### config.mk
export PLATFORM = sky130hd
export DESIGN_NAME = dma_stat_irq
export DESIGN_NICKNAME = d
export VERILOG_FILES = /design/src/rtl/dma_stat_pkg.sv /design/src/rtl/dma_stat_ctrl.sv /design/src/rtl/dma_stat_chan.sv /design/src/rtl/dma_stat_dp.sv /design/src/rtl/dma_stat_irq.sv
export SDC_FILE = /design/constraint.sdc
export NUM_CORES = 1
export LEC_CHECK = 0
export BUFFER_PORTS_ARGS = -buffer_cell sky130_fd_sc_hd__buf_2
export CORE_MARGIN = 1.5
export CORE_UTILIZATION = 53
export DETAILED_ROUTE_END_ITERATION = 7
export HOLD_SLACK_MARGIN = 0.05
export PLACE_DENSITY = 0.8
export SYNTH_ARGS = -nofsm -noshare
export SYNTH_HDL_FRONTEND = slang
export SYNTH_SLANG_ARGS = --single-unit
### constraint.sdc
create_clock -name clk -period 2.1 [get_ports clk]
set_input_delay 0.105 -clock clk [delete_from_list [all_inputs] [get_ports clk]]
set_output_delay 0.105 -clock clk [all_outputs]
set_load 0.01 [all_outputs]
### src/rtl/dma_stat_pkg.sv
package dma_stat_pkg;

  localparam int STAT_CHANS = 2;   // index 0 transmit, index 1 receive
  localparam int NIB_W      = 4;   // status bits per channel fed to the interrupt word

  typedef enum logic [1:0] {
    ADDR_TX   = 2'd0,
    ADDR_RX   = 2'd1,
    ADDR_MASK = 2'd2,
    ADDR_ISR  = 2'd3
  } regSel_e;

  typedef struct packed {
    logic [STAT_CHANS-1:0] pktInc;
    logic [STAT_CHANS-1:0] pktAck;
    logic [STAT_CHANS-1:0] errSet;
    logic [STAT_CHANS-1:0] errClr;
    logic                  maskWr;
    logic                  clrAll;
  } statStrb_t;

endpackage

### src/rtl/dma_stat_ctrl.sv
module dma_stat_ctrl
  import dma_stat_pkg::*;
#(
  parameter int ADDR_W     = 2,
  parameter int TX_ERR_BIT = 1,
  parameter int RX_ERR_BIT = 2,
  parameter int FLAG_W     = 3
) (
  input  logic              swReset,
  input  logic              evTxSent,
  input  logic              evTxUnder,
  input  logic              evRxRecv,
  input  logic              evRxOver,
  input  logic              regWrEn,
  input  logic [ADDR_W-1:0] regAddr,
  input  logic [FLAG_W-1:0] regWrBits,
  output statStrb_t         strb
);

  logic wrTx, wrRx;

  assign wrTx = regWrEn && (regAddr == ADDR_W'(ADDR_TX));
  assign wrRx = regWrEn && (regAddr == ADDR_W'(ADDR_RX));

  always_comb begin
    strb           = '0;
    strb.pktInc[0] = evTxSent;
    strb.errSet[0] = evTxUnder;
    strb.pktAck[0] = wrTx && regWrBits[0];
    strb.errClr[0] = wrTx && regWrBits[TX_ERR_BIT];
    strb.pktInc[1] = evRxRecv;
    strb.errSet[1] = evRxOver;
    strb.pktAck[1] = wrRx && regWrBits[0];
    strb.errClr[1] = wrRx && regWrBits[RX_ERR_BIT];
    strb.maskWr    = regWrEn && (regAddr == ADDR_W'(ADDR_MASK));
    strb.clrAll    = swReset;
  end

endmodule

### src/rtl/dma_stat_chan.sv
module dma_stat_chan #(
  parameter int CNT_W = 8
) (
  input  logic             clk,
  input  logic             rstN,
  input  logic             clrAll,
  input  logic             pktInc,
  input  logic             pktAck,
  input  logic             errSet,
  input  logic             errClr,
  output logic [CNT_W-1:0] cntQ,
  output logic             doneQ,
  output logic             errQ
);

  logic [CNT_W-1:0] cntNext;

  always_comb begin
    cntNext = cntQ;
    if (pktInc && !pktAck)      cntNext = cntQ + 1'b1;
    else if (pktAck && !pktInc) cntNext = cntQ - 1'b1;
  end

  always_ff @(posedge clk or negedge rstN) begin
    if (!rstN) begin
      cntQ  <= '0;
      doneQ <= 1'b0;
      errQ  <= 1'b0;
    end else if (clrAll) begin
      cntQ  <= '0;
      doneQ <= 1'b0;
      errQ  <= 1'b0;
    end else begin
      cntQ <= cntNext;
      if (pktInc)                         doneQ <= 1'b1;
      else if (pktAck && cntNext == '0)   doneQ <= 1'b0;
      if (errSet)                         errQ  <= 1'b1;
      else if (errClr)                    errQ  <= 1'b0;
    end
  end


  pkt_set_chk: assert property (@(posedge clk) disable iff (!rstN)
    (pktInc && !clrAll) |=> doneQ);


  ack_last_chk: assert property (@(posedge clk) disable iff (!rstN)
    (pktAck && !pktInc && !clrAll && cntQ == CNT_W'(1)) |=> (!doneQ && cntQ == '0));


  net_zero_chk: assert property (@(posedge clk) disable iff (!rstN)
    (pktInc && pktAck && !clrAll) |=> $stable(cntQ));


  err_sticky_chk: assert property (@(posedge clk) disable iff (!rstN)
    (errQ && !errClr && !clrAll) |=> errQ);


  clr_all_chk: assert property (@(posedge clk) disable iff (!rstN)
    clrAll |=> (cntQ == '0 && !doneQ && !errQ));

endmodule

### src/rtl/dma_stat_dp.sv
module dma_stat_dp
  import dma_stat_pkg::*;
#(
  parameter int DATA_W     = 32,
  parameter int CNT_W      = 8,
  parameter int CNT_LSB    = 16,
  parameter int ADDR_W     = 2,
  parameter int TX_ERR_BIT = 1,
  parameter int RX_ERR_BIT = 2
) (
  input  logic              clk,
  input  logic              rstN,
  input  statStrb_t         strb,
  input  logic [ADDR_W-1:0] regAddr,
  input  logic [DATA_W-1:0] regWrData,
  output logic [DATA_W-1:0] regRdData,
  output logic              irqOut
);

  localparam int ISR_W = STAT_CHANS * NIB_W;

  logic [STAT_CHANS-1:0][CNT_W-1:0]  cntArr;
  logic [STAT_CHANS-1:0]             doneArr;
  logic [STAT_CHANS-1:0]             errArr;
  logic [STAT_CHANS-1:0][DATA_W-1:0] chanWord;
  logic [ISR_W-1:0]                  rawIsr;
  logic [DATA_W-1:0]                 isrVal;
  logic [DATA_W-1:0]                 maskQ;

  for (genvar i = 0; i < STAT_CHANS; i++) begin : g_chan
    localparam int ERR_POS = (i == 0) ? TX_ERR_BIT : RX_ERR_BIT;

    dma_stat_chan #(.CNT_W(CNT_W)) u_chan (
      .clk    (clk),
      .rstN   (rstN),
      .clrAll (strb.clrAll),
      .pktInc (strb.pktInc[i]),
      .pktAck (strb.pktAck[i]),
      .errSet (strb.errSet[i]),
      .errClr (strb.errClr[i]),
      .cntQ   (cntArr[i]),
      .doneQ  (doneArr[i]),
      .errQ   (errArr[i])
    );

    assign chanWord[i] = (DATA_W'(cntArr[i]) << CNT_LSB)
                       | (DATA_W'(errArr[i]) << ERR_POS)
                       | DATA_W'(doneArr[i]);
    assign rawIsr[i*NIB_W +: NIB_W] = chanWord[i][NIB_W-1:0];
  end

  always_ff @(posedge clk or negedge rstN) begin
    if (!rstN)            maskQ <= '0;
    else if (strb.clrAll) maskQ <= '0;
    else if (strb.maskWr) maskQ <= regWrData;
  end

  assign isrVal = maskQ & DATA_W'(rawIsr);
  assign irqOut = |isrVal;

  always_comb begin
    regRdData = '0;
    if (regAddr == ADDR_W'(ADDR_TX))        regRdData = chanWord[0];
    else if (regAddr == ADDR_W'(ADDR_RX))   regRdData = chanWord[1];
    else if (regAddr == ADDR_W'(ADDR_MASK)) regRdData = maskQ;
    else if (regAddr == ADDR_W'(ADDR_ISR))  regRdData = isrVal;
  end


  irq_mask_chk: assert property (@(posedge clk) disable iff (!rstN)
    irqOut |-> (maskQ[ISR_W-1:0] != '0));


  mask_hold_chk: assert property (@(posedge clk) disable iff (!rstN)
    (!strb.maskWr && !strb.clrAll) |=> $stable(maskQ));

endmodule

### src/rtl/dma_stat_irq.sv
module dma_stat_irq #(
  parameter int DATA_W     = 32,
  parameter int CNT_W      = 8,
  parameter int CNT_LSB    = 16,
  parameter int ADDR_W     = 2,
  parameter int TX_ERR_BIT = 1,
  parameter int RX_ERR_BIT = 2
) (
  input  logic              clk,
  input  logic              rstN,
  input  logic              swReset,
  input  logic              evTxSent,
  input  logic              evTxUnder,
  input  logic              evRxRecv,
  input  logic              evRxOver,
  input  logic              regWrEn,
  input  logic [ADDR_W-1:0] regAddr,
  input  logic [DATA_W-1:0] regWrData,
  output logic [DATA_W-1:0] regRdData,
  output logic              irqOut
);

  localparam int FLAG_W = ((TX_ERR_BIT > RX_ERR_BIT) ? TX_ERR_BIT : RX_ERR_BIT) + 1;

  dma_stat_pkg::statStrb_t strb;

  dma_stat_ctrl #(
    .ADDR_W(ADDR_W), .TX_ERR_BIT(TX_ERR_BIT), .RX_ERR_BIT(RX_ERR_BIT), .FLAG_W(FLAG_W)
  ) u_ctrl (
    .swReset   (swReset),
    .evTxSent  (evTxSent),
    .evTxUnder (evTxUnder),
    .evRxRecv  (evRxRecv),
    .evRxOver  (evRxOver),
    .regWrEn   (regWrEn),
    .regAddr   (regAddr),
    .regWrBits (regWrData[FLAG_W-1:0]),
    .strb      (strb)
  );

  dma_stat_dp #(
    .DATA_W(DATA_W), .CNT_W(CNT_W), .CNT_LSB(CNT_LSB), .ADDR_W(ADDR_W),
    .TX_ERR_BIT(TX_ERR_BIT), .RX_ERR_BIT(RX_ERR_BIT)
  ) u_dp (
    .clk       (clk),
    .rstN      (rstN),
    .strb      (strb),
    .regAddr   (regAddr),
    .regWrData (regWrData),
    .regRdData (regRdData),
    .irqOut    (irqOut)
  );

endmodule

==> key figures, run 1 <==
Critical path
  • Setup crit end: u_dp.g_chan[0].u_chan.doneQ
  • Slowest-stage cell, CP: dfrtp_2
  • Required @ worst endpoint: 2.29 ns
  • Worst r2r path cells: 7
  • Setup crit start kind: flop
  • Arrival @ worst endpoint: 2.26 ns
  • CP Max Fanout: 6
  • Critical path origin: u_dp.g_chan[0].u_chan.cntQ[1]
  • Kind of critical path: reg2reg
  • Crit Reg-Reg Endpoint: u_dp.g_chan[0].u_chan.doneQ
  • Crit-path max cell delay: 0.46 ns
  • CP Depth: 7
  • Crit end category: flop
  • Buf/Inv on CP: 1
  • Delay-heaviest family, CP: compound AO/OA/AOI/OAI gates
  • RR Startpoint: u_dp.g_chan[0].u_chan.cntQ[1]
  • FF-to-FF setup slack: 0.03 ns
  • CP cell instances: inv_1, ha_1, or3b_1, nor3_2, o21ai_0, a2111oi_2, a31oi_1

Clocking
  • Latest clock arrival within the worst-skew pair: 0.31 ns
  • Total clock sinks: 52
  • Clock Path Buffers: 2
  • Root Buffer Master: clkbuf_8
  • Clk slew on worst S/H paths: 0.10 ns
  • CTS tree: yes
  • Post-CTS Setup Bufs: 0
  • H-tree levels: 2
  • Num CTS Buffers: 5

Placement
  • Setup WS pre-CTS: 0.07346 ns
  • Post-DP HPWL: 5.005 mm
  • RePlAce Congestion: 0.9392
  • Placed Cells: 436
  • DP Area: 3440 sq um
  • IO Port Bufs: 74

Floorplan
  • Die span in y: 77.98 um
  • Core footprint: 5473 sq um
  • Standard-cell rows: 27
  • Die area: 6080 sq um
  • Die Span X: 77.98 um
  • Initial core utilization: 54.44%
  • Ports: 75

STA
  • Post-route worst setup slack: 0.03076 ns
  • Final hold vios: 0
  • Tcrit/Tclk final: 98.54%
  • Maximum clock frequency: 483.3 MHz
  • Minimum clock period: 2.069 ns
  • Setup violators final: 0
  • Slew Limit Fails: 0
  • Clock skew: 0.005896 ns
  • Worst slew pin tran: 0.4613 ns
  • Hold_ws: 0.1100 ns
  • Post-route setup TNS: 0 ns
  • Max-slew headroom: 69.25%

Synth
  • YS warnings: 0
  • Avg Cell Area, Syn: 10.03 sq um
  • Sequential area share after synthesis: 43.68%
  • Yosys top cell by area: dfrtp_1
  • Async set-reset flop share out of synthesis: 100.0%
  • Synthesized flop and latch total: 52
  • Yosys cell types: 55
  • Synth Cell Area: 2979 sq um
  • Post-synth EDFFs: 0
  • Mapped Nets: 343
  • Synth top area share: 43.68%
  • Ys flop type: dfrtp_1
  • Top post-synthesis cells by count: 52 x dfrtp_1, 32 x a22o_1, 23 x nor2_1, 22 x and2_1, 18 x nand2_1
  • Most frequent cell after synthesis: dfrtp_1
  • Synth area leaders: dfrtp_1 44%, a22o_1 9.4%, and2_1 4.6%
  • Syn Inst Count: 297

Global routing
  • Total GRT Usage: 26.76%
  • Aggregate global routing overflow: 0
  • Vias in the first global route: 2629
  • Antenna violations before repair: 0
  • Largest net degree at the start of global routing: 33
  • Global-route wire length before repair: 12.71 mm

Route
  • Drt initial violations: 186
  • ANT nets after route: 0
  • Routed WL per cell: 16.55 um
  • # DRC: 0
  • DR pass1 iterations: 5
  • Total wire length: 7.910 mm
  • Vias: 2728
  • DR vias/cell: 5.707

Pwr
  • Pwr Density: 535.0 nW/um^2
  • Leakage power total: 1.860 nW
  • Peak VDD IR: 0.2711 mV
  • Pwr Total: 2.076 mW

Hold path
  • Hold Path Class: in2reg
  • Min-delay src: regWrData[0]

Final layout
  • # diodes: 0
  • Final instance area: 3881 sq um
  • Final nets: 451
  • Post-layout util: 70.92%
  • Fin cells: 478
  • Layout cell share with drive strength beyond 1: 28.08%
  • Area grow syn2layout: 30.28%
  • Fill cell count: 400

Run
  • Total of max-cap violations: 0

Run status
  • Outcome: finished clean
timing repair:
action | CTS | global route
hold endpoints to repair | 53 | 0
hold buffers | 34 | 0
setup endpoints to repair | 0 | 2
resized for setup | 0 | 3
worst min-delay path by stage:
stage | to | slack (ns) | depth (start not counted)
finish | u_dp.maskQ[0] | 0.11 | 2
floorplan | u_dp.g_chan[0].u_chan.cntQ[0] | -0.19 | 0
CTS | u_dp.maskQ[0] | 0.1 | 2
global placement | u_dp.maskQ[10] | 0.07 | 1
global route | u_dp.maskQ[0] | 0.1 | 2
detailed placement | u_dp.maskQ[10] | 0.08 | 1
where the power goes:
part           total [mW]  internal [mW]  switching (mW)  leakage, nW
Combinational       0.422          0.204           0.218         1.11
Sequential           1.08           1.04          0.0371        0.708
Clock               0.577          0.238           0.339       0.0414
Total                2.08           1.48           0.594         1.86
area by class of cell:
| cell class | instances | area (sq um) | area share [%] |
|---|---|---|---|
| multi-input combinational | 213 | 1535 | 39.56 |
| sequential | 52 | 1303 | 33.56 |
| timing repair buffer | 124 | 830.8 | 21.41 |
| tap | 72 | 90.09 | 2.321 |
| clock buffer | 6 | 72.57 | 1.870 |
| inverter | 9 | 33.78 | 0.8704 |
| clock inverter | 2 | 16.27 | 0.4191 |
layer usage:
metal / global-route usage, % / share of wire, % / vias up
met4: 10.36 / 2.5 / 0
met2: 44.00 / 49 / 101
li1: - / - / 1290
met3: 4.353 / 5.2 / 20
met1: 35.42 / 43 / 1317
met5: 0 / 0 / -
worst register-to-register path: cells and delay by family, from the launching register on:
family,cells,cell delay [ns]
AOI/OAI and AO/OA,3,0.62
adders and majority gates,1,0.20
buffers and inverters,1,0.09
DFF,1,0.46
and+or+nand+nor,2,0.59
flip-flops by register name, summed over array words and instances (netlist names):
name and count:
u_dp.maskQ 32, u_dp.g_chan.u_chan.cntQ 16, u_dp.g_chan.u_chan.doneQ 2, u_dp.g_chan.u_chan.errQ 2
placed cells by master, fill, tap and decap left out, drive strengths merged, types with 2 or more instances in the layout:
cell / netlist / routed
nor4b: 3 / 3
a31oi: 5 / 5
ha: 4 / 4
a2111oi: 2 / 2
dlygate4sd3: 0 / 34
xor2: 8 / 8
a22o: 32 / 32
nor3: 6 / 6
nor2: 23 / 23
nand3b: 2 / 2
o211ai: 2 / 2
a21oi: 10 / 10
o21bai: 2 / 2
and3b: 2 / 2
nand3: 3 / 3
o21ai: 15 / 15
nand4: 3 / 3
inv: 9 / 9
or3: 3 / 3
mux2i: 11 / 11
clkbuf: 12 / 6
nor4: 5 / 5
and2: 22 / 22
nand2: 18 / 18
a22oi: 3 / 3
a211oi: 2 / 2
buf: 9 / 90
xnor2: 8 / 8
dfrtp: 52 / 52
nand4b: 3 / 3
kinds of logic (layout without fill, tap and decap cells):
logic type | Yosys count | count (layout) | share of synthesized area [%]
XOR/XNOR | 16 | 16 | 4.704
AND/OR/NAND/NOR | 103 | 103 | 20.58
adder cells (fa/ha/maj) | 4 | 4 | 1.680
AO/OA/AOI/OAI | 79 | 79 | 20.20
buffers and inverters | 32 | 141 | 5.460
flip-flops | 52 | 52 | 43.68
multiplexers | 11 | 11 | 3.696
No activity file was read; power rests on OpenSTA's default activity.
==> run 2: changes to the inputs <==
CORE_UTILIZATION = 55   (was 53)
CTS_BUF_LIST = sky130_fd_sc_hd__clkbuf_2   (was default)
PLACE_DENSITY = 0.82   (was 0.8)
==> run 2 against run 1 <==
Clock skew rose by 0.015 ns. Design area grew 0.81%. Power is 2.4% lower. Via count rose by 0.70%. Wire length is 1.6% lower. Sequential share of layout area down 0.27 points. Highest routed layer unchanged.
==> key figures, run 2 (synthesized netlist as in run 1, its figures left out) <==
Route
  • Routed WL per cell: 16.28 um
  • DR vias/cell: 5.747
  • Drt initial violations: 163
  • Total wire length: 7.781 mm
  • # DRC: 0
  • DR pass1 iterations: 4
  • Vias: 2747
  • ANT nets after route: 0

Floorplan
  • Ports: 75
  • Initial core utilization: 57.60%
  • Die Span X: 76.60 um
  • Die area: 5867 sq um
  • Core footprint: 5172 sq um
  • Die span in y: 76.60 um
  • Standard-cell rows: 26

Final layout
  • # diodes: 0
  • Final nets: 453
  • Layout cell share with drive strength beyond 1: 27.45%
  • Biggest register: u_dp.maskQ
  • Post-layout util: 75.64%
  • Max reg flops: 32
  • Commonest cells after routing, fill and taps aside: 74 x buf_2, 51 x dfrtp_1, 39 x dlygate4sd3_1
  • Area grow syn2layout: 31.33%
  • Fin cells: 478
  • Commonest non-fill, non-tap cell in the layout: buf_2
  • Biggest registers after layout: u_dp.maskQ: 32 flops, u_dp.g_chan.u_chan.cntQ: 16 flops

Clocking
  • Clk slew on worst S/H paths: 0.26 ns
  • H-tree levels: 2
  • Latest clock arrival within the worst-skew pair: 0.43 ns
  • Num CTS Buffers: 5
  • CTS tree: yes
  • Post-CTS Setup Bufs: 0
  • Clock Path Buffers: 2
  • Total clock sinks: 52
  • Root Buffer Master: clkbuf_2

Global routing
  • Global-route wire length before repair: 12.63 mm
  • Largest net degree at the start of global routing: 30
  • Antenna violations before repair: 0
  • Total GRT Usage: 26.84%
  • Aggregate global routing overflow: 0
  • Vias in the first global route: 2658

Placement
  • IO Port Bufs: 74
  • Placed Cells: 431
  • RePlAce Congestion: 0.8650
  • Post-DP HPWL: 5.030 mm
  • Setup WS pre-CTS: 0.09595 ns

Hold path
  • Min-delay src: swReset
  • Hold Path Class: in2reg
  • Worst Hold End: u_dp.g_chan[1].u_chan.cntQ[5]
  • Cell depth of the worst hold path: 2

STA
  • Maximum clock frequency: 500.8 MHz
  • Max-slew headroom: 58.89%
  • Worst slew pin tran: 0.6166 ns
  • Clock skew: 0.02057 ns
  • Slew Limit Fails: 0
  • Minimum clock period: 1.997 ns
  • Post-route setup TNS: 0 ns
  • Final hold vios: 0
  • Post-route worst setup slack: 0.1031 ns
  • Tcrit/Tclk final: 95.09%
  • Setup violators final: 0

Critical path
  • CP Max Fanout: 6
  • Arrival @ worst endpoint: 2.32 ns
  • Kind of critical path: reg2reg
  • RR Startpoint: u_dp.g_chan[0].u_chan.cntQ[1]
  • FF-to-FF setup slack: 0.10 ns
  • Critical path origin: u_dp.g_chan[0].u_chan.cntQ[1]
  • Crit Reg-Reg Endpoint: u_dp.g_chan[0].u_chan.doneQ
  • Required @ worst endpoint: 2.42 ns
  • Worst r2r path cells: 7
  • Setup crit start kind: flop
  • Crit end category: flop

Pwr
  • Pwr Total: 2.027 mW
  • Peak VDD IR: 0.3064 mV
  • Leakage power total: 1.873 nW
  • Pwr Density: 518.1 nW/um^2

Run status
  • Outcome: finished clean

Run
  • Total of max-cap violations: 0
[run 2: cell types whose count changed in the layout (fill, tap and decap cells not counted), sizes merged]
cell / before / now
bufinv: 0 / 1
dlygate4sd3: 34 / 39
clkbuf: 6 / 5
clkinv: 1 / 2
clkinvlp: 1 / 0
buf: 90 / 87
[run 2: cell type report]
type                            instances  area (sq um)
Multi-Input combinational cell        213          1538
Fill cell                             355          1260
Inverter                                9         33.78
Sequential cell                        52          1303
Clock buffer                            5         25.02
Tap cell                               70         87.58
Timing Repair Buffer                  126         883.3
Clock inverter                          3         42.54
[run 2: stage by stage]
stage | area, sq um | hold WS (ns)
after global routing | 3913 | 0.07285
final | 3913 | 0.08097
after detailed placement | 3440 | 0.1460
after CTS | 3897 | 0.07645
after global placement | 3440 | 0.1381
after floorplan | 2979 | -0.1906
[run 2: critical path, cell delays in order, from the launching register on]
cell       delay, ns
dfrtp_2         0.47
inv_1           0.07
ha_1            0.21
or3b_1          0.21
nor3_2          0.06
or3_1           0.39
a2111oi_2       0.38
a31oi_1         0.13
[run 2: worst max-delay path by stage]
stage,slack [ns],end,depth (start not counted)
after floorplan,0.17,u_dp.g_chan[1].u_chan.doneQ,7
after global placement,0.18,u_dp.g_chan[0].u_chan.doneQ,7
after detailed placement,0.1,u_dp.g_chan[0].u_chan.doneQ,7
after CTS,0.06,u_dp.g_chan[0].u_chan.doneQ,7
after global routing,-0.03,u_dp.g_chan[0].u_chan.doneQ,7
final,0.10,u_dp.g_chan[0].u_chan.doneQ,7
[run 2: metal layers]
metal	GRT usage [%]	vias up	wire length [um]
met4	5.185	0	104
met5	0	-	0
li1	-	1290	-
met1	34.43	1341	3332
met3	3.832	11	332
met2	48.39	105	4011
[run 2: where the power goes]
part	internal (mW)	switching, mW
combinational	0.211	0.218
sequential	1.04	0.0374
clock	0.200	0.318
[run 2: repair_timing]
action / in CTS / in global routing
setup endpoints to repair: 0 / 2
hold buffers: 39 / 0
endpoints found under the hold margin: 60 / 0
resized for setup: 0 / 5
